==> config.mk <==
export PLATFORM = sky130hd
export DESIGN_NAME = irq_status_ctrl
export DESIGN_NICKNAME = d
export VERILOG_FILES = /design/src/rtl/irq_pkg.sv /design/src/rtl/irq_trigger.sv /design/src/rtl/irq_sticky.sv /design/src/rtl/irq_pin.sv /design/src/rtl/irq_status_ctrl.sv
export SDC_FILE = /design/constraint.sdc
export NUM_CORES = 1
export LEC_CHECK = 0
export ABC_CLOCK_PERIOD_IN_PS = 1800
export BUFFER_PORTS_ARGS = -buffer_cell sky130_fd_sc_hd__buf_2
export CORE_UTILIZATION = 56
export DETAILED_ROUTE_END_ITERATION = 10
export GPL_ROUTABILITY_DRIVEN = 0
export PLACE_DENSITY = 0.8
export SLEW_MARGIN = 20
export SYNTH_ARGS = -nofsm -noshare
export SYNTH_HDL_FRONTEND = slang
export SYNTH_SLANG_ARGS = --single-unit
==> constraint.sdc <==
create_clock -name clk -period 1.8 [get_ports clk]
set_input_delay 0.18 -clock clk [delete_from_list [all_inputs] [get_ports clk]]
set_output_delay 0.18 -clock clk [all_outputs]
set_load 0.02 [all_outputs]
==> src/rtl/irq_pkg.sv <==
package irq_pkg;
  localparam int unsigned ADDR_W = 3;

  typedef enum logic [1:0] {
    TRIG_RISE  = 2'b00,
    TRIG_FALL  = 2'b01,
    TRIG_LEVEL = 2'b10,
    TRIG_RSVD  = 2'b11
  } trig_e;

  typedef enum logic [1:0] {
    POL_HIGH  = 2'b00,
    POL_LOW   = 2'b01,
    POL_ODRN  = 2'b10,
    POL_RSVD  = 2'b11
  } pol_e;

  localparam logic [ADDR_W-1:0] A_STATUS = 3'd0;
  localparam logic [ADDR_W-1:0] A_MASK   = 3'd1;
  localparam logic [ADDR_W-1:0] A_MODEH  = 3'd2;
  localparam logic [ADDR_W-1:0] A_MODEL  = 3'd3;
  localparam logic [ADDR_W-1:0] A_CFG    = 3'd4;
endpackage

==> src/rtl/irq_trigger.sv <==
module irq_trigger #(
  parameter int unsigned N_SRC = 8
) (
  input  logic             clk,
  input  logic             rst_n,
  input  logic [N_SRC-1:0] src_i,
  input  logic [N_SRC-1:0] mode_hi_i,
  input  logic [N_SRC-1:0] mode_lo_i,
  output logic [N_SRC-1:0] evt_o
);
  import irq_pkg::*;

  logic [N_SRC-1:0] src_q;

  always_ff @(posedge clk or negedge rst_n) begin
    if (!rst_n) src_q <= '0;
    else        src_q <= src_i;
  end

  for (genvar i = 0; i < N_SRC; i++) begin : g_bit
    trig_e code;
    assign code = trig_e'({mode_hi_i[i], mode_lo_i[i]});
    always_comb begin
      unique case (code)
        TRIG_RISE:  evt_o[i] = src_i[i] & ~src_q[i];
        TRIG_FALL:  evt_o[i] = ~src_i[i] & src_q[i];
        TRIG_LEVEL: evt_o[i] = src_i[i];
        default:    evt_o[i] = 1'b0;
      endcase
    end
  end
endmodule

==> src/rtl/irq_sticky.sv <==
module irq_sticky #(
  parameter int unsigned N_SRC = 8
) (
  input  logic             clk,
  input  logic             rst_n,
  input  logic [N_SRC-1:0] evt_i,
  input  logic [N_SRC-1:0] mask_i,
  input  logic             rd_clr_i,
  output logic [N_SRC-1:0] stat_o
);
  logic [N_SRC-1:0] stat_q, stat_d;

  always_comb begin
    if (rd_clr_i) stat_d = evt_i;
    else          stat_d = stat_q | evt_i;
    stat_d = stat_d & mask_i;
  end

  always_ff @(posedge clk or negedge rst_n) begin
    if (!rst_n) stat_q <= '0;
    else        stat_q <= stat_d;
  end

  assign stat_o = stat_q;

  // after a read, nothing survives except what an event re-set
  a_r7_clear_on_read: assert property (@(posedge clk) disable iff (!rst_n)
    $past(rd_clr_i) |-> ((stat_q & ~$past(evt_i)) == '0));

  // without a read, a set and still-enabled bit stays set
  a_r6_sticky: assert property (@(posedge clk) disable iff (!rst_n)
    !$past(rd_clr_i) |-> (($past(stat_q) & $past(mask_i) & ~stat_q) == '0));

  // a bit disabled on the previous edge holds 0
  a_r8_masked_zero: assert property (@(posedge clk) disable iff (!rst_n)
    1'b1 |=> ((stat_q & ~$past(mask_i)) == '0));

  // an enabled event is always recorded, read or not
  a_r10_event_kept: assert property (@(posedge clk) disable iff (!rst_n)
    1'b1 |=> (($past(evt_i & mask_i) & ~stat_q) == '0));
endmodule

==> src/rtl/irq_pin.sv <==
module irq_pin (
  input  logic       active_i,
  input  logic [1:0] pol_i,
  output logic       irq_o,
  output logic       irq_oe_o
);
  import irq_pkg::*;

  always_comb begin
    unique case (pol_e'(pol_i))
      POL_LOW: begin
        irq_o    = ~active_i;
        irq_oe_o = 1'b1;
      end
      POL_ODRN: begin
        irq_o    = 1'b0;
        irq_oe_o = active_i;
      end
      default: begin
        irq_o    = active_i;
        irq_oe_o = 1'b1;
      end
    endcase
  end
endmodule

==> src/rtl/irq_status_ctrl.sv <==
module irq_status_ctrl #(
  parameter int unsigned N_SRC = 8,
  parameter int unsigned DW    = 8
) (
  input  logic                       clk,
  input  logic                       rst_n,
  input  logic [N_SRC-1:0]           src_i,
  input  logic                       reg_wr_i,
  input  logic                       reg_rd_i,
  input  logic [irq_pkg::ADDR_W-1:0] reg_addr_i,
  input  logic [DW-1:0]              reg_wdata_i,
  output logic [DW-1:0]              reg_rdata_o,
  output logic                       irq_o,
  output logic                       irq_oe_o
);
  import irq_pkg::*;

  localparam int unsigned POL_W = 2;

  // reset: asserted asynchronously, released on a clock edge
  logic [1:0] rst_sync_q;
  logic       rst_core_n;
  always_ff @(posedge clk or negedge rst_n) begin
    if (!rst_n) rst_sync_q <= '0;
    else        rst_sync_q <= {rst_sync_q[0], 1'b1};
  end
  assign rst_core_n = rst_sync_q[1];

  logic [N_SRC-1:0] mask_q, mask_d, modeh_q, modeh_d, model_q, model_d;
  logic [POL_W-1:0] pol_q, pol_d;
  logic [N_SRC-1:0] evt, stat;
  logic             rd_clr, active;
  logic             unused_wdata;

  assign unused_wdata = ^reg_wdata_i;

  always_comb begin
    mask_d  = mask_q;
    modeh_d = modeh_q;
    model_d = model_q;
    pol_d   = pol_q;
    if (reg_wr_i) begin
      unique case (reg_addr_i)
        A_MASK:  mask_d  = reg_wdata_i[N_SRC-1:0];
        A_MODEH: modeh_d = reg_wdata_i[N_SRC-1:0];
        A_MODEL: model_d = reg_wdata_i[N_SRC-1:0];
        A_CFG:   pol_d   = reg_wdata_i[POL_W-1:0];
        default: ;
      endcase
    end
  end

  always_ff @(posedge clk or negedge rst_core_n) begin
    if (!rst_core_n) begin
      mask_q  <= '0;
      modeh_q <= '0;
      model_q <= '0;
      pol_q   <= '0;
    end else if (reg_wr_i) begin
      mask_q  <= mask_d;
      modeh_q <= modeh_d;
      model_q <= model_d;
      pol_q   <= pol_d;
    end
  end

  assign rd_clr = reg_rd_i && (reg_addr_i == A_STATUS);

  irq_trigger #(.N_SRC(N_SRC)) u_trig (
    .clk(clk), .rst_n(rst_core_n), .src_i(src_i),
    .mode_hi_i(modeh_q), .mode_lo_i(model_q), .evt_o(evt)
  );

  irq_sticky #(.N_SRC(N_SRC)) u_stat (
    .clk(clk), .rst_n(rst_core_n), .evt_i(evt), .mask_i(mask_q),
    .rd_clr_i(rd_clr), .stat_o(stat)
  );

  logic [N_SRC-1:0] stat_vis;
  assign stat_vis = stat & mask_q;
  assign active   = |stat_vis;

  irq_pin u_pin (
    .active_i(active), .pol_i(pol_q), .irq_o(irq_o), .irq_oe_o(irq_oe_o)
  );

  always_comb begin
    reg_rdata_o = '0;
    unique case (reg_addr_i)
      A_STATUS: reg_rdata_o[N_SRC-1:0] = stat_vis;
      A_MASK:   reg_rdata_o[N_SRC-1:0] = mask_q;
      A_MODEH:  reg_rdata_o[N_SRC-1:0] = modeh_q;
      A_MODEL:  reg_rdata_o[N_SRC-1:0] = model_q;
      A_CFG:    reg_rdata_o[POL_W-1:0] = pol_q;
      default:  ;
    endcase
  end

  // with active-high form the pin mirrors the readable status
  a_r11_irq_tracks: assert property (@(posedge clk) disable iff (!rst_core_n)
    (pol_q == 2'b00) |-> (irq_o == |stat_vis));

  // open-drain form never drives high
  a_r12_odrain_low: assert property (@(posedge clk) disable iff (!rst_core_n)
    (pol_q == 2'b10) |-> (!irq_o && (irq_oe_o == |stat_vis)));
endmodule

==> results of run 1 <==
==> cells in the final DEF (no fill, tap or decap) <==
cell type	n
dfrtp_1	44
mux2_2	34
buf_2	32
nor2b_1	17
nor4bb_1	10
buf_4	10
o21ai_0	8
nand2b_1	8
a221oi_2	8
mux2i_1	7
nor2_1	7
clkbuf_8	5
inv_1	4
a22oi_2	3
nand4_1	2
ha_1	2
dlygate4sd3_1	2
o21a_1	1
o311a_1	1
a22oi_1	1
or4b_1	1
a32oi_1	1
and3b_1	1
a31oi_1	1
o22ai_1	1
or2_2	1
and3_1	1
clkbuf_1	1
clkinv_2	1
conb_1	1
==> synth_stat cells (all sizes together) <==
cell type / count / area, sq um
dfrtp: 44 / 1100
mux2: 34 / 383
nor2b: 17 / 106
nor4bb: 10 / 100
a221oi: 8 / 120
nand2b: 8 / 50.1
o21ai: 8 / 40.0
mux2i: 7 / 70.1
nor2: 7 / 26.3
buf: 6 / 33.8
a22oi: 4 / 30.0
inv: 4 / 15.0
ha: 2 / 25.0
nand4: 2 / 12.5
a31oi: 1 / 6.26
a32oi: 1 / 8.76
and3: 1 / 6.26
and3b: 1 / 8.76
clkbuf: 1 / 3.75
conb: 1 / 3.75
o21a: 1 / 7.51
o22ai: 1 / 6.26
o311a: 1 / 10.0
or2: 1 / 6.26
or4b: 1 / 10.0
==> flip-flops by register name, summed over array words and instances (netlist names) <==
| register | cells |
|---|---|
| mask_q | 8 |
| modeh_q | 8 |
| model_q | 8 |
| pol_q | 2 |
| rst_sync_q | 2 |
| u_stat.stat_o | 8 |
| u_trig.src_q | 8 |
==> stage by stage <==
stage           util  instance area, sq um
3_5_place_dp   0.655                  2430
6_report       0.689                  2560
4_1_cts        0.678                  2520
5_1_grt        0.689                  2560
3_3_place_gp   0.655                  2430
2_1_floorplan      -                  2190
==> path summary, 6_finish.rpt <==
path	from	depth (start not counted)	end
min in group asynchronous	rst_n	2	rst_sync_q[1]
max in group asynchronous	rst_sync_q[1]	1	u_trig.src_q[1]
min	src_i[6]	1	u_trig.src_q[6]
max reg2reg	modeh_q[6]	3	u_stat.stat_o[6]
max	u_stat.stat_o[0]	4	irq_oe_o
min reg2reg	rst_sync_q[1]	1	model_q[0]
==> layout make-up <==
class                   count  area [sq um]  share of cell area
well taps                  48          60.1              0.0234
repair buffers             44           255              0.0997
clock inverters             1          5.00             0.00195
inverters                   4          15.0             0.00586
clock buffers               6          72.6              0.0283
multi-input cells         117          1050               0.411
flip-flops and latches     44          1100               0.430
==> timing repair <==
item,in CTS,in global routing
hold buffers,1,1
setup buffers,0,2
gates resized for setup,0,3
endpoints found under the hold margin,2,1
endpoints found under the setup margin,0,2
==> metal layers <==
| layer | global-route usage | up-vias | wire (um) |
|---|---|---|---|
| li1 | - | 722 | - |
| met1 | 0.300 | 769 | 1980 |
| met2 | 0.413 | 42 | 2350 |
| met3 | 0.0616 | 9 | 209 |
| met4 | 0.122 | 0 | 80 |
| met5 | 0 | - | 0 |
==> power by group through the flow <==
stage	Sequential [W]	Clock [W]	Combinational [W]
2_1_floorplan	0.00131	0	0.000510
3_3_place_gp	0.00133	0	0.000650
3_5_place_dp	0.00135	0	0.000683
4_1_cts	0.00133	0.000589	0.000688
5_1_grt	0.00137	0.000637	0.000772
6_report	0.00135	0.000574	0.000705
==> cell families after synthesis <==
kind of cell / count (synthesis)
mux: 41
other cells: 1
simple gates: 48
buf+inv: 11
flops: 44
compound gates: 25
fa+ha+maj: 2
==> results.txt, run 1 <==
Pleak: 1.14 nW
Final worst setup slack: 0.0561 ns
Wire per inst: 17.5 um
Pwr Density: 1030 nW/um^2
Global-route wire length before repair: 7.58 mm
Effective utilization at floorplan: 0.590
Final slew viol count: 0
Largest net degree at the start of global routing: 43
Die Height: 64.5 um
Nets: 241
Reg2Reg Setup Slack: 0.73 ns
Worst Setup Path Type: reg2out
Post-synth net total: 197
Multiplexer area fraction after synthesis: 0.207
Crit path capture type: output pin
Worst slack, placed: 0.229 ns
Core Region: 3720 sq um
Crit path cell chain: a22oi_2 -> nand4_1 -> or2_2 -> buf_2
GRT Total Usage: 0.249
Fin cells: 264
Synth Register Bits: 44
Die ar.: 4170 sq um
Later-pin clock latency in the skew report: 0.29 ns
Total power: 0.00263 W
Register share of total power: 0.513
Post-DRT Antenna Nets: 0
H-Tree Depth: 2
Layout cells sized above 1: 0.435
Slowest CP cell: dfrtp_1
Num CTS Buffers: 5
Chip width: 64.5 um
Placed cells: 253
Final critical-path required period: 1.74 ns
Xor-xnor portion of the synthesized cell area: 0
Mapped cell area: 2190 sq um
GR Overflow Total: 0
Clock Path Buffers: 2
Setup crit start kind: register
Worst clock skew: 0.00600 ns
Hold Path Class: in2reg
Synth Warn #: 0
Worst Path Max Fanout: 3
Adder-Cell Fraction of Synth Area: 0.0114
Worst EP required: 1.62 ns
Detailed-route via count: 1542
Seq/Total Area, Yosys: 0.503
Max Cap Violations: 0
Max incr delay on CP: 0.43 ns
Post-Synth Simple-Gate Area: 0.149
Compound-Gate Fraction of Synth Area: 0.105
1st-iter DRT viols: 80
Net Switching: 0.000801 W
ANT cells: 0
Clk root buf: clkbuf_8
Drt total wl: 4.62 mm
Internal power: 0.00183 W
Share of total power in combinational logic: 0.268
Max Fclk: 573 MHz
DPL Wire Length: 3.33 mm
Ports: 33
I/O Buffers: 32
Largest family of logic cells by synthesized area: multiplexers
Largest delay share family, worst path: simple AND/OR/NAND/NOR gates
CP arrival: 1.56 ns
Synth-to-Final Area Change: 16.9%
Syn Inst Count: 172
Initial antenna violation count: 0
Status: complete, no violations
Clock transition at path regs: 0.08 ns
Remaining DRCs: 0
Number of fillers in the final layout: 291
Drt first pass iters: 4
Final Setup Violations: 0
Worst-Margin Slew: 0.525 ns
Mean Syn Cell Area: 12.7 sq um
Sw Share: 0.305
Hold Slack: 0.0154 ns
Clock sinks: 44
Fin Setup TNS: 0 ns
Vias/cell: 5.84
Final Hold Vio Count: 0
Critical path buffers and inverters: 1
CTS tree: built
Final worst-path cycle share: 0.969
# rows: 22
Vias in the first global route: 1593
Clk pwr share: 0.218
Slew margin rel.: 0.650
Post-synth cell types: 27
Worst vdd ir: 0.573 mV
No activity file was read; power rests on OpenSTA's default activity.
==> run 2: changes to the inputs <==
--- a/config.mk
+++ b/config.mk
@@ -7,6 +7,7 @@
 export LEC_CHECK = 0
 export ABC_CLOCK_PERIOD_IN_PS = 1800
 export BUFFER_PORTS_ARGS = -buffer_cell sky130_fd_sc_hd__buf_2
+export CORE_ASPECT_RATIO = 1.75
 export CORE_UTILIZATION = 56
 export DETAILED_ROUTE_END_ITERATION = 10
 export GPL_ROUTABILITY_DRIVEN = 0
==> run 2 against run 1 <==
Against the previous run:
- utilization is 1.8 points higher
- highest routed layer unchanged
- critical endpoint is now irq_o
- first-iteration DRC count is 45% lower
- largest power group unchanged
- global-route usage hardly changed
- largest cell class unchanged
- count of clock-buffer cells in the layout is 1 higher
- flip-flop and latch count stayed put
- total power is 2.0% higher
- clock power is 9.8% higher
- register-to-register slack worse by 0.03 ns
==> results.txt, run 2 (synthesized netlist as in run 1, its figures left out) <==
Status: complete, no violations
Setup crit start kind: register
GR Overflow Total: 0 (unchanged)
Clk root buf: clkbuf_8
Die ar.: 4180 sq um (+0.24%)
# rows: 29 (+32%)
Total power: 0.00268 W (+2.0%)
Final core occ: 0.707 (+0.0182)
Vias/cell: 5.76 (-1.4%)
Nets: 244 (+1.2%)
Max Cap Violations: 0 (unchanged)
Detailed-route via count: 1532 (-0.65%)
Global-route wire length before repair: 7.57 mm (about the same)
Max Fclk: 568 MHz (-1.0%)
Drt total wl: 4.60 mm (-0.32%)
Worst Setup Path Type: reg2out
Ports: 33 (unchanged)
GRT Total Usage: 0.249 (about the same)
Later-pin clock latency in the skew report: 0.30 ns (about the same)
Wire per inst: 17.3 um (-1.1%)
Sw Share: 0.300 (-0.00439)
Worst Path Max Fanout: 4 (+1)
Final instance area: 2590 sq um (+1.2%)
Share of total power in combinational logic: 0.264 (-0.004)
Worst clock skew: 0.0140 ns (+0.00801 ns)
Vias in the first global route: 1630 (+2.3%)
Clock transition at path regs: 0.08 ns (about the same)
Hold Path Depth: 1 (unchanged)
1st-iter DRT viols: 44 (-45%)
Num CTS Buffers: 5 (unchanged)
Crit path capture type: output pin
Initial antenna violation count: 0 (unchanged)
Chip width: 49.3 um (-24%)
RSZ-0062 raised after global routing: false
Final slew viol count: 0 (unchanged)
Clock Path Buffers: 2 (unchanged)
Met2 wire len: 2.51 mm (+6.9%)
Register share of total power: 0.501 (-0.012)
H-Tree Depth: 2 (unchanged)
Clk pwr share: 0.235 (+0.017)
Die Height: 84.7 um (+31%)
DPL Wire Length: 3.48 mm (+4.5%)
Final Hold Vio Count: 0 (unchanged)
CP arrival: 1.58 ns (+0.02 ns)
Met1 WL: 1.75 mm (-11%)
Post-DRT Antenna Nets: 0 (unchanged)
Placed cell area: 2450 sq um (+0.82%)
Pleak: 1.16 nW (+1.5%)
I/O Buffers: 32 (unchanged)
Pwr Density: 1030 nW/um^2 (+0.76%)
Largest net degree at the start of global routing: 23 (-47%)
Fin Setup TNS: 0 ns (unchanged)
Drt first pass iters: 4 (unchanged)
Worst vdd ir: 0.782 mV (+36%)
Final worst-path cycle share: 0.979 (+0.0100)
Internal power: 0.00187 W (+2.6%)
ANT cells: 0 (unchanged)
Met3 Routed Length: 199 um (-4.8%)
Register-to-Register Path Depth: 3 (unchanged)
Hold Path Class: in2reg
Net Switching: 0.000805 W (+0.53%)
Remaining DRCs: 0 (unchanged)
Worst EP required: 1.62 ns (about the same)
Synth-to-Final Area Change: 18.3%
CTS tree: built
Effective utilization at floorplan: 0.598 (+0.00825)
Commonest non-fill, non-tap cells in the layout: 44 x dfrtp_1, 34 x mux2_2, 32 x buf_2, 17 x nor2b_1, 13 x buf_4
Clock sinks: 44 (unchanged)
Most common cell after layout, fill and taps aside: dfrtp_1
Layout cells sized above 1: 0.441 (+0.00572)
Core Region: 3660 sq um (-1.4%)
Hold Slack: 0.00975 ns (-0.00566 ns)
Final critical-path required period: 1.76 ns (+0.0180 ns)
Max Used Layer: met4
Final Setup Violations: 0 (unchanged)
[run 2: cell count changes in the layout (fill, tap and decap cells not counted), sizes merged]
| cell | before | now |
|---|---|---|
| buf | 42 | 45 |
| clkbuf | 6 | 7 |
| clkinv | 1 | 0 |
| clkinvlp | 0 | 1 |
[run 2: final timing paths]
check | startpoint | to | slack [ns]
worst min register to register | rst_sync_q[1] | u_stat.stat_o[3] | 0.23
worst max register to register | modeh_q[5] | u_stat.stat_o[5] | 0.70
min in group asynchronous | rst_n | rst_sync_q[1] | 0.18
worst min-delay path | src_i[1] | u_trig.src_q[1] | 0.01
worst max-delay path | mask_q[5] | irq_o | 0.04
max in group asynchronous | rst_sync_q[1] | model_q[2] | 1.34
[run 2: power by group through the flow]
| stage | combinational, W | sequential, W | clock, W |
|---|---|---|---|
| after detailed placement | 0.000686 | 0.00136 | 0 |
| after global routing | 0.000768 | 0.00137 | 0.000683 |
| after CTS | 0.000694 | 0.00134 | 0.000652 |
| final | 0.000706 | 0.00134 | 0.000630 |
| after floorplan | 0.000510 | 0.00131 | 0 |
| after global placement | 0.000652 | 0.00134 | 0 |
[run 2: cell type report]
class	instances	area, sq um
flip-flops and latches	44	1100
fillers	275	1070
multi-input cells	117	1050
repair buffers	47	278
clock buffers	7	86.3
well taps	46	57.6
inverters	4	15.0
clock inverters	1	7.51
[run 2: metrics by stage]
step	cells	worst slack, ns
after floorplan	172	0.473
after global placement	254	0.283
after detailed placement	254	0.231
after CTS	263	0.0114
after global routing	266	0.00179
final	266	0.0381
[run 2: per-layer routing]
metal  GRT usage  up-vias
li1            -      726
met1       0.281      754
met2       0.428       42
met3      0.0562       10
met4       0.128        0
met5           0        -
[run 2: timing repair]
| item | CTS | global route |
|---|---|---|
| endpoints found under the hold margin | 2 | 1 |
| hold buffers | 1 | 1 |
| setup buffers | 0 | 2 |
| resized for setup | 2 | 0 |
| endpoints found under the setup margin | 2 | 2 |
| pin swaps | 1 | 1 |
[run 2: critical path, stage by stage (launching register included)]
cell,delay (ns)
dfrtp_1,0.45
a22oi_1,0.19
nand4_1,0.18
mux2_2,0.31
buf_2,0.16
